<file path="src/rtl/csma_seq_pkg.sv">
package csma_seq_pkg;
    localparam int CFG_W = 8;
    localparam logic [1:0] RES_OK      = 2'd0;
    localparam logic [1:0] RES_OK_PEND = 2'd1;
    localparam logic [1:0] RES_NO_CH   = 2'd2;
    localparam logic [1:0] RES_NO_ACK  = 2'd3;

    typedef enum logic [2:0] {
        S_IDLE, S_BACKOFF, S_CCA_WAIT, S_TX_WAIT, S_ACK_WAIT
    } seq_state_e;
endpackage

</file>
<file path="src/rtl/csma_lfsr.sv">
module csma_lfsr #(
    parameter int               W    = 16,
    parameter logic [W-1:0]     TAPS = 16'hB400,
    parameter logic [W-1:0]     SEED = 16'hACE1
) (
    input  logic         clk_i,
    input  logic         rst_ni,
    output logic [W-1:0] rnd_o
);
    logic [W-1:0] lfsr_d, lfsr_q;

    always_comb begin
        lfsr_d = lfsr_q >> 1;
        if (lfsr_q[0]) lfsr_d = lfsr_d ^ TAPS;
    end

    always_ff @(posedge clk_i or negedge rst_ni) begin
        if (!rst_ni) lfsr_q <= SEED;
        else         lfsr_q <= lfsr_d;
    end

    assign rnd_o = lfsr_q;

    a_r2_lfsr_nonzero: assert property (@(posedge clk_i) disable iff (!rst_ni)
        lfsr_q != '0);
endmodule

</file>
<file path="src/rtl/csma_tick_cnt.sv">
module csma_tick_cnt #(
    parameter int W = 8
) (
    input  logic         clk_i,
    input  logic         rst_ni,
    input  logic         load_i,
    input  logic [W-1:0] load_val_i,
    input  logic         tick_i,
    output logic         zero_o
);
    logic [W-1:0] cnt_d, cnt_q;

    always_comb begin
        cnt_d = cnt_q;
        if (load_i)                       cnt_d = load_val_i;
        else if (tick_i && cnt_q != '0)   cnt_d = cnt_q - 1'b1;
    end

    always_ff @(posedge clk_i or negedge rst_ni) begin
        if (!rst_ni) cnt_q <= '0;
        else         cnt_q <= cnt_d;
    end

    assign zero_o = (cnt_q == '0);

    a_r2_count_down_only: assert property (@(posedge clk_i) disable iff (!rst_ni)
        !$past(load_i) |-> cnt_q <= $past(cnt_q));
endmodule

</file>
<file path="src/rtl/csma_seq_top.sv">
module csma_seq_top
    import csma_seq_pkg::*;
#(
    parameter int BO_W      = 8,
    parameter int ACK_UNITS = 8,
    parameter int RND_W     = 16
) (
    input  logic       clk_i,
    input  logic       rst_ni,
    input  logic       start_i,
    input  logic [7:0] retry_cfg_i,
    input  logic [7:0] backoff_cfg_i,
    input  logic       ack_req_i,
    input  logic       unit_tick_i,
    input  logic       cca_done_i,
    input  logic       cca_clear_i,
    input  logic       tx_done_i,
    input  logic       ack_rx_i,
    input  logic       ack_pend_i,
    input  logic       irq_clr_i,
    output logic       cca_req_o,
    output logic       tx_start_o,
    output logic       busy_o,
    output logic       irq_o,
    output logic [1:0] result_o
);
    localparam int ACK_W = $clog2(ACK_UNITS + 1);

    typedef struct packed {
        seq_state_e  st;
        logic [2:0]  nb;
        logic [3:0]  nr;
        logic [3:0]  be;
        logic [3:0]  frame_lim;
        logic [2:0]  cca_lim;
        logic [3:0]  be_min;
        logic [3:0]  be_max;
        logic        ack_req;
        logic        cca_req;
        logic        tx_start;
        logic        busy;
        logic        irq;
        logic [1:0]  result;
    } seq_regs_t;

    seq_regs_t r_d, r_q;

    logic [RND_W-1:0] rnd;
    logic             bo_load, bo_zero, ack_load, ack_zero;
    logic [3:0]       bo_be;
    logic [BO_W-1:0]  bo_val;
    logic             unused_cfg;

    assign unused_cfg = retry_cfg_i[7];

    csma_lfsr #(.W(RND_W)) u_lfsr (
        .clk_i (clk_i), .rst_ni (rst_ni), .rnd_o (rnd)
    );

    csma_tick_cnt #(.W(BO_W)) u_backoff (
        .clk_i (clk_i), .rst_ni (rst_ni), .load_i (bo_load),
        .load_val_i (bo_val), .tick_i (unit_tick_i), .zero_o (bo_zero)
    );

    csma_tick_cnt #(.W(ACK_W)) u_ack_tmr (
        .clk_i (clk_i), .rst_ni (rst_ni), .load_i (ack_load),
        .load_val_i (ACK_W'(ACK_UNITS)), .tick_i (unit_tick_i), .zero_o (ack_zero)
    );

    // Random value masked to 2^BE-1
    always_comb begin
        if (int'(bo_be) >= BO_W) bo_val = rnd[BO_W-1:0];
        else                     bo_val = rnd[BO_W-1:0] & BO_W'((1 << bo_be) - 1);
    end

    always_comb begin
        r_d      = r_q;
        r_d.cca_req  = 1'b0;
        r_d.tx_start = 1'b0;
        bo_load  = 1'b0;
        bo_be    = r_q.be;
        ack_load = 1'b0;
        if (irq_clr_i) r_d.irq = 1'b0;

        unique case (r_q.st)
            S_IDLE: begin
                if (start_i) begin
                    r_d.frame_lim = retry_cfg_i[3:0];
                    r_d.cca_lim   = retry_cfg_i[6:4];
                    r_d.be_max    = backoff_cfg_i[3:0];
                    r_d.be_min    = backoff_cfg_i[7:4];
                    r_d.be        = backoff_cfg_i[7:4];
                    r_d.ack_req   = ack_req_i;
                    r_d.nb        = '0;
                    r_d.nr        = '0;
                    r_d.busy      = 1'b1;
                    r_d.st        = S_BACKOFF;
                    bo_be         = backoff_cfg_i[7:4];
                    bo_load       = 1'b1;
                end
            end
            S_BACKOFF: begin
                if (bo_zero) begin
                    r_d.cca_req = 1'b1;
                    r_d.st      = S_CCA_WAIT;
                end
            end
            S_CCA_WAIT: begin
                if (cca_done_i) begin
                    if (cca_clear_i) begin
                        r_d.tx_start = 1'b1;
                        r_d.st       = S_TX_WAIT;
                    end else if (r_q.nb == r_q.cca_lim) begin
                        r_d.result = RES_NO_CH;
                        r_d.irq    = 1'b1;
                        r_d.busy   = 1'b0;
                        r_d.st     = S_IDLE;
                    end else begin
                        r_d.nb  = r_q.nb + 1'b1;
                        r_d.be  = (r_q.be < r_q.be_max) ? r_q.be + 1'b1 : r_q.be_max;
                        bo_be   = r_d.be;
                        bo_load = 1'b1;
                        r_d.st  = S_BACKOFF;
                    end
                end
            end
            S_TX_WAIT: begin
                if (tx_done_i) begin
                    if (r_q.ack_req) begin
                        ack_load = 1'b1;
                        r_d.st   = S_ACK_WAIT;
                    end else begin
                        r_d.result = RES_OK;
                        r_d.irq    = 1'b1;
                        r_d.busy   = 1'b0;
                        r_d.st     = S_IDLE;
                    end
                end
            end
            S_ACK_WAIT: begin
                if (ack_rx_i) begin
                    r_d.result = ack_pend_i ? RES_OK_PEND : RES_OK;
                    r_d.irq    = 1'b1;
                    r_d.busy   = 1'b0;
                    r_d.st     = S_IDLE;
                end else if (ack_zero) begin
                    if (r_q.nr == r_q.frame_lim) begin
                        r_d.result = RES_NO_ACK;
                        r_d.irq    = 1'b1;
                        r_d.busy   = 1'b0;
                        r_d.st     = S_IDLE;
                    end else begin
                        r_d.nr  = r_q.nr + 1'b1;
                        r_d.nb  = '0;
                        r_d.be  = r_q.be_min;
                        bo_be   = r_q.be_min;
                        bo_load = 1'b1;
                        r_d.st  = S_BACKOFF;
                    end
                end
            end
            default: r_d.st = S_IDLE;
        endcase
    end

    always_ff @(posedge clk_i or negedge rst_ni) begin
        if (!rst_ni) r_q <= '{st: S_IDLE, default: '0};
        else         r_q <= r_d;
    end

    assign cca_req_o  = r_q.cca_req;
    assign tx_start_o = r_q.tx_start;
    assign busy_o     = r_q.busy;
    assign irq_o      = r_q.irq;
    assign result_o   = r_q.result;

    a_r10_result_hold: assert property (@(posedge clk_i) disable iff (!rst_ni)
        !$fell(busy_o) |-> $stable(result_o));
    a_r10_pulse_in_busy: assert property (@(posedge clk_i) disable iff (!rst_ni)
        (cca_req_o || tx_start_o) |-> busy_o);
    a_r10_no_overlap: assert property (@(posedge clk_i) disable iff (!rst_ni)
        $onehot0({cca_req_o, tx_start_o}));
    a_r8_irq_on_done: assert property (@(posedge clk_i) disable iff (!rst_ni)
        $fell(busy_o) |-> irq_o);
    a_r9_rise_needs_start: assert property (@(posedge clk_i) disable iff (!rst_ni)
        $rose(busy_o) |-> $past(start_i));
    a_r6_nb_bound: assert property (@(posedge clk_i) disable iff (!rst_ni)
        r_q.nb <= r_q.cca_lim);
    a_r7_nr_bound: assert property (@(posedge clk_i) disable iff (!rst_ni)
        r_q.nr <= r_q.frame_lim);
    a_r3_be_capped: assert property (@(posedge clk_i) disable iff (!rst_ni)
        busy_o |-> (r_q.be <= r_q.be_max || r_q.be == r_q.be_min));
endmodule

</file>
<file path="config.mk">
export PLATFORM = sky130hd
export DESIGN_NAME = csma_seq_top
export DESIGN_NICKNAME = d
export VERILOG_FILES = /design/src/rtl/csma_seq_pkg.sv /design/src/rtl/csma_lfsr.sv /design/src/rtl/csma_tick_cnt.sv /design/src/rtl/csma_seq_top.sv
export SDC_FILE = /design/constraint.sdc
export NUM_CORES = 1
export LEC_CHECK = 0
export CAP_MARGIN = 40
export CORE_MARGIN = 2
export CORE_UTILIZATION = 40
export CTS_CLUSTER_SIZE = 25
export DETAILED_ROUTE_END_ITERATION = 8
export SETUP_SLACK_MARGIN = 0.05
export SLEW_MARGIN = 20
export SYNTH_ARGS = -nofsm -noshare
export SYNTH_HDL_FRONTEND = slang
export SYNTH_HIERARCHICAL = 1
export SYNTH_SLANG_ARGS = --single-unit
</file>
<file path="constraint.sdc">
create_clock -name clk_i -period 3.1 [get_ports clk_i]
set_input_delay 0.31 -clock clk_i [delete_from_list [all_inputs] [get_ports clk_i]]
set_output_delay 0.31 -clock clk_i [all_outputs]
set_load 0.005 [all_outputs]
</file>
==> impl_metrics.xml <==
<?xml version="1.0" encoding="UTF-8"?>
<metrics>
  <group name="yosys">
    <metric name="synthCells" unit="">347</metric>
    <metric name="synth_area_per_cell" unit="um^2">10.2</metric>
    <metric name="syn_area" unit="um^2">3550</metric>
    <metric name="synth.yosys.warnings" unit="">6</metric>
  </group>
  <group name="drt">
    <metric name="wl_per_cell" unit="um">15.1</metric>
    <metric name="routed_via_density" unit="">5.40</metric>
    <metric name="drtIter0Drc" unit="">127</metric>
    <metric name="vias" unit="">2816</metric>
    <metric name="routed_wirelength" unit="um">7860</metric>
    <metric name="detail_route.drc_violations" unit="">0</metric>
    <metric name="detail-route-antenna-nets" unit="">0</metric>
    <metric name="first_pass_iters" unit="">6</metric>
  </group>
  <group name="power_and_ir_drop">
    <metric name="power.static_leakage" unit="nW">1.90</metric>
    <metric name="finalPower" unit="mW">4.21</metric>
    <metric name="vdd_drop_max" unit="mV">0.380</metric>
    <metric name="p_per_area" unit="nW/um^2">936</metric>
  </group>
  <group name="job">
    <metric name="maxCapViolations" unit="">0</metric>
  </group>
  <group name="clocking">
    <metric name="cts_sinks" unit="">64</metric>
    <metric name="tritoncts_clock_tree" unit="">yes</metric>
    <metric name="cts_root_buf" unit="">sky130_fd_sc_hd__clkbuf_8</metric>
    <metric name="worstSkewPairLatency" unit="ns">0.34</metric>
    <metric name="h-tree-depth" unit="">3</metric>
    <metric name="clkSlewWorstSetupHoldPaths" unit="ns">0.08</metric>
    <metric name="clockBufferDepth" unit="">2</metric>
    <metric name="number_of_buffers_created_by_cts" unit="">9</metric>
  </group>
  <group name="die">
    <metric name="initial_core_util" unit="%">40.9</metric>
    <metric name="dieArea" unit="um^2">9640</metric>
    <metric name="die_w" unit="um">98.2</metric>
    <metric name="die_height" unit="um">98.2</metric>
    <metric name="num_rows" unit="">34</metric>
    <metric name="fp.coreArea" unit="um^2">8680</metric>
    <metric name="num_io_pins" unit="">33</metric>
  </group>
  <group name="sta">
    <metric name="finalCritPeriodShare" unit="%">95.3</metric>
    <metric name="slew_limit_fails" unit="">0</metric>
    <metric name="max_slew_margin" unit="%">51.9</metric>
    <metric name="final_hold_viols" unit="">0</metric>
    <metric name="fin_ws" unit="ns">0.145</metric>
    <metric name="achievable-frequency" unit="MHz">338</metric>
    <metric name="final.setup_skew" unit="ns">0.00510</metric>
    <metric name="fin_hold_ws" unit="ns">0.355</metric>
    <metric name="setup_repair_after_global_routing_missed_its_margin" unit="">true</metric>
    <metric name="fin_setup_tns" unit="ns">0</metric>
    <metric name="timing.final.crit_period" unit="ns">2.95</metric>
    <metric name="setup_violations" unit="">0</metric>
    <metric name="worst_pin_slew" unit="ns">0.720</metric>
  </group>
  <group name="grt">
    <metric name="grt_util_met3" unit="%">4.37</metric>
    <metric name="grt_first_pass_wirelength" unit="um">13100</metric>
    <metric name="grt.met1_usage" unit="%">24.1</metric>
    <metric name="grt.total_usage" unit="%">16.9</metric>
    <metric name="globalRoute.busiestLayer" unit="">met2</metric>
    <metric name="initial_antenna_violation_count" unit="">0</metric>
    <metric name="first_global_vias" unit="">2722</metric>
    <metric name="globalRouteOverflowTotal" unit="">0</metric>
    <metric name="met2_usage" unit="%">25.1</metric>
    <metric name="grt_start_max_net_pins" unit="">65</metric>
  </group>
  <group name="final_layout">
    <metric name="fillerInstances" unit="">806</metric>
    <metric name="final_layout_size_suffix_gt1_share" unit="%">26.2</metric>
    <metric name="area.sequential" unit="um^2">1610</metric>
    <metric name="final_net_count" unit="">445</metric>
    <metric name="antenna-diode-count" unit="">0</metric>
    <metric name="final_cell_count_no_fill" unit="">521</metric>
    <metric name="synthToLayoutAreaGrowth" unit="%">26.6</metric>
    <metric name="postLayoutCellArea" unit="um^2">4490</metric>
    <metric name="multi_input_area" unit="um^2">1850</metric>
    <metric name="finalCoreUtilization" unit="%">51.8</metric>
  </group>
  <group name="placed_design">
    <metric name="dp_worst_setup_slack" unit="ns">-0.0396</metric>
    <metric name="dpl_cell_area" unit="um^2">4090</metric>
    <metric name="finalWeightedCongestion" unit="">0.856</metric>
    <metric name="dp_hpwl" unit="um">5520</metric>
    <metric name="dp.cells" unit="">496</metric>
    <metric name="port_buffer_count" unit="">31</metric>
  </group>
  <group name="worst_hold_path">
    <metric name="worstHoldPathType" unit="">flop to flop</metric>
  </group>
  <group name="worst_setup_path">
    <metric name="timing.critical_path.from" unit="">r_q[8]$_DFFE_PN0P_</metric>
    <metric name="timing.reg2reg.worst_path_depth" unit="">14</metric>
    <metric name="crit_arrival" unit="ns">3.22</metric>
    <metric name="startpoint_type" unit="">flop</metric>
    <metric name="critical_path.most_common_cell" unit="">sky130_fd_sc_hd__ha_4</metric>
    <metric name="ff2ff_setup_slack" unit="ns">0.15</metric>
    <metric name="cp_cell_sequence" unit="">inv_2, ha_4, a2111o_1, and2_4, mux2i_2, o21ai_1, a22o_1, nor2_4, nand3_2, ha_4, or3b_4, o221ai_4, nor2_2, a31oi_1</metric>
    <metric name="timing.critical_path.to" unit="">u_backoff/cnt_q[6]$_DFFE_PN0P_</metric>
    <metric name="worstPathRequired" unit="ns">3.37</metric>
    <metric name="worst_path_max_delay_cell" unit="">sky130_fd_sc_hd__dfrtp_1</metric>
    <metric name="critPathKind" unit="">flop to flop</metric>
    <metric name="critPathMaxStageDelay" unit="ns">0.39</metric>
    <metric name="timing.rr.end" unit="">u_backoff/cnt_q[6]$_DFFE_PN0P_</metric>
    <metric name="cp_top_family" unit="">compound AO/OA/AOI/OAI gates</metric>
    <metric name="critPathMaxFanout" unit="">6</metric>
    <metric name="crit_path_end_kind" unit="">flop</metric>
    <metric name="crit_cells" unit="">14</metric>
    <metric name="worstReg2RegStart" unit="">r_q[8]$_DFFE_PN0P_</metric>
    <metric name="buf_inv_stages_crit_path" unit="">1</metric>
  </group>
  <group name="outcome">
    <metric name="run_status" unit="">finished, final reports clean</metric>
  </group>
</metrics>
[registers in the layout, summed over array words and instances, names as in the netlist]
name	cells
tx_start_o	1
cca_req_o	1
busy_o	1
u_ack_tmr/cnt_q	4
u_lfsr/rnd_o	16
u_backoff/cnt_q	8
irq_o	1
r_q	30
result_o	2
[cell usage in the layout (no fill, tap or decap), types with 4 or more instances in the layout]
cell,n
sky130_fd_sc_hd__ha_1,7
sky130_fd_sc_hd__mux2i_1,4
sky130_fd_sc_hd__dfstp_2,8
sky130_fd_sc_hd__conb_1,4
sky130_fd_sc_hd__nor2b_1,4
sky130_fd_sc_hd__nor3_1,5
sky130_fd_sc_hd__inv_1,15
sky130_fd_sc_hd__clkdlybuf4s50_1,30
sky130_fd_sc_hd__xnor2_1,8
sky130_fd_sc_hd__or4_1,4
sky130_fd_sc_hd__nand3_1,10
sky130_fd_sc_hd__nand2_1,22
sky130_fd_sc_hd__clkbuf_8,9
sky130_fd_sc_hd__nor3b_1,5
sky130_fd_sc_hd__a21oi_1,12
sky130_fd_sc_hd__mux2_2,12
sky130_fd_sc_hd__buf_4,37
sky130_fd_sc_hd__dfrtp_1,56
sky130_fd_sc_hd__o211ai_1,4
sky130_fd_sc_hd__a31oi_1,4
sky130_fd_sc_hd__xor2_1,6
sky130_fd_sc_hd__nand4_1,6
sky130_fd_sc_hd__nand2b_1,5
sky130_fd_sc_hd__nor2_1,20
sky130_fd_sc_hd__o21ai_0,16
[worst min path at each step]
| stage | startpoint | end | depth (start not counted) |
|---|---|---|---|
| after global routing | u_lfsr/rnd_o[9]$_DFF_PN0_ | u_lfsr/rnd_o[8]$_DFF_PN0_ | 0 |
| after detailed placement | u_lfsr/rnd_o[12]$_DFF_PN0_ | u_lfsr/rnd_o[11]$_DFF_PN1_ | 0 |
| after CTS | rst_ni | r_q[29]$_DFFE_PN0P_ | 2 |
| final | u_lfsr/rnd_o[8]$_DFF_PN0_ | u_lfsr/rnd_o[7]$_DFF_PN1_ | 0 |
| after global placement | u_lfsr/rnd_o[9]$_DFF_PN0_ | u_lfsr/rnd_o[8]$_DFF_PN0_ | 0 |
| after floorplan | rst_ni | busy_o$_DFFE_PN0P_ | 0 |
[final cells by class]
cell class	instances	share of cell area (%)
tap	108	3.01
clock inverter	6	2.06
multi-input combinational	245	41.1
sequential	64	35.9
timing repair buffer	70	13.6
clock buffer	10	2.84
inverter	18	1.50
[metal layers]
layer  part of all wire, %  wire length, um
met2                    45             3530
met1                    49             3870
met3                   4.4              345
met4                   1.5              114
met5                     0                0
[timing repair]
item / CTS / global route
setup endpoints to repair: 3 / 4
pin swaps: 1 / 12
hold endpoints to repair: 0 / 2
hold buffers: 0 / 1
gates resized for setup: 5 / 16
setup buffers: 0 / 7
[report_power, final]
part,internal (mW),switching (mW),leakage (nW)
logic,1.06,1.03,1.00
clock network,0.457,0.349,0.103
registers,1.09,0.224,0.797
[worst register-to-register path, stage by stage (launching register included)]
cell and delay (ns):
sky130_fd_sc_hd__dfrtp_1 0.39, sky130_fd_sc_hd__inv_2 0.08, sky130_fd_sc_hd__ha_4 0.19, sky130_fd_sc_hd__a2111o_1 0.38
sky130_fd_sc_hd__and2_4 0.17, sky130_fd_sc_hd__mux2i_2 0.16, sky130_fd_sc_hd__o21ai_1 0.07, sky130_fd_sc_hd__a22o_1 0.25
sky130_fd_sc_hd__nor2_4 0.16, sky130_fd_sc_hd__nand3_2 0.11, sky130_fd_sc_hd__ha_4 0.20, sky130_fd_sc_hd__or3b_4 0.38
sky130_fd_sc_hd__o221ai_4 0.17, sky130_fd_sc_hd__nor2_2 0.05, sky130_fd_sc_hd__a31oi_1 0.13
Note: power is estimated with default switching activity, not from simulation.
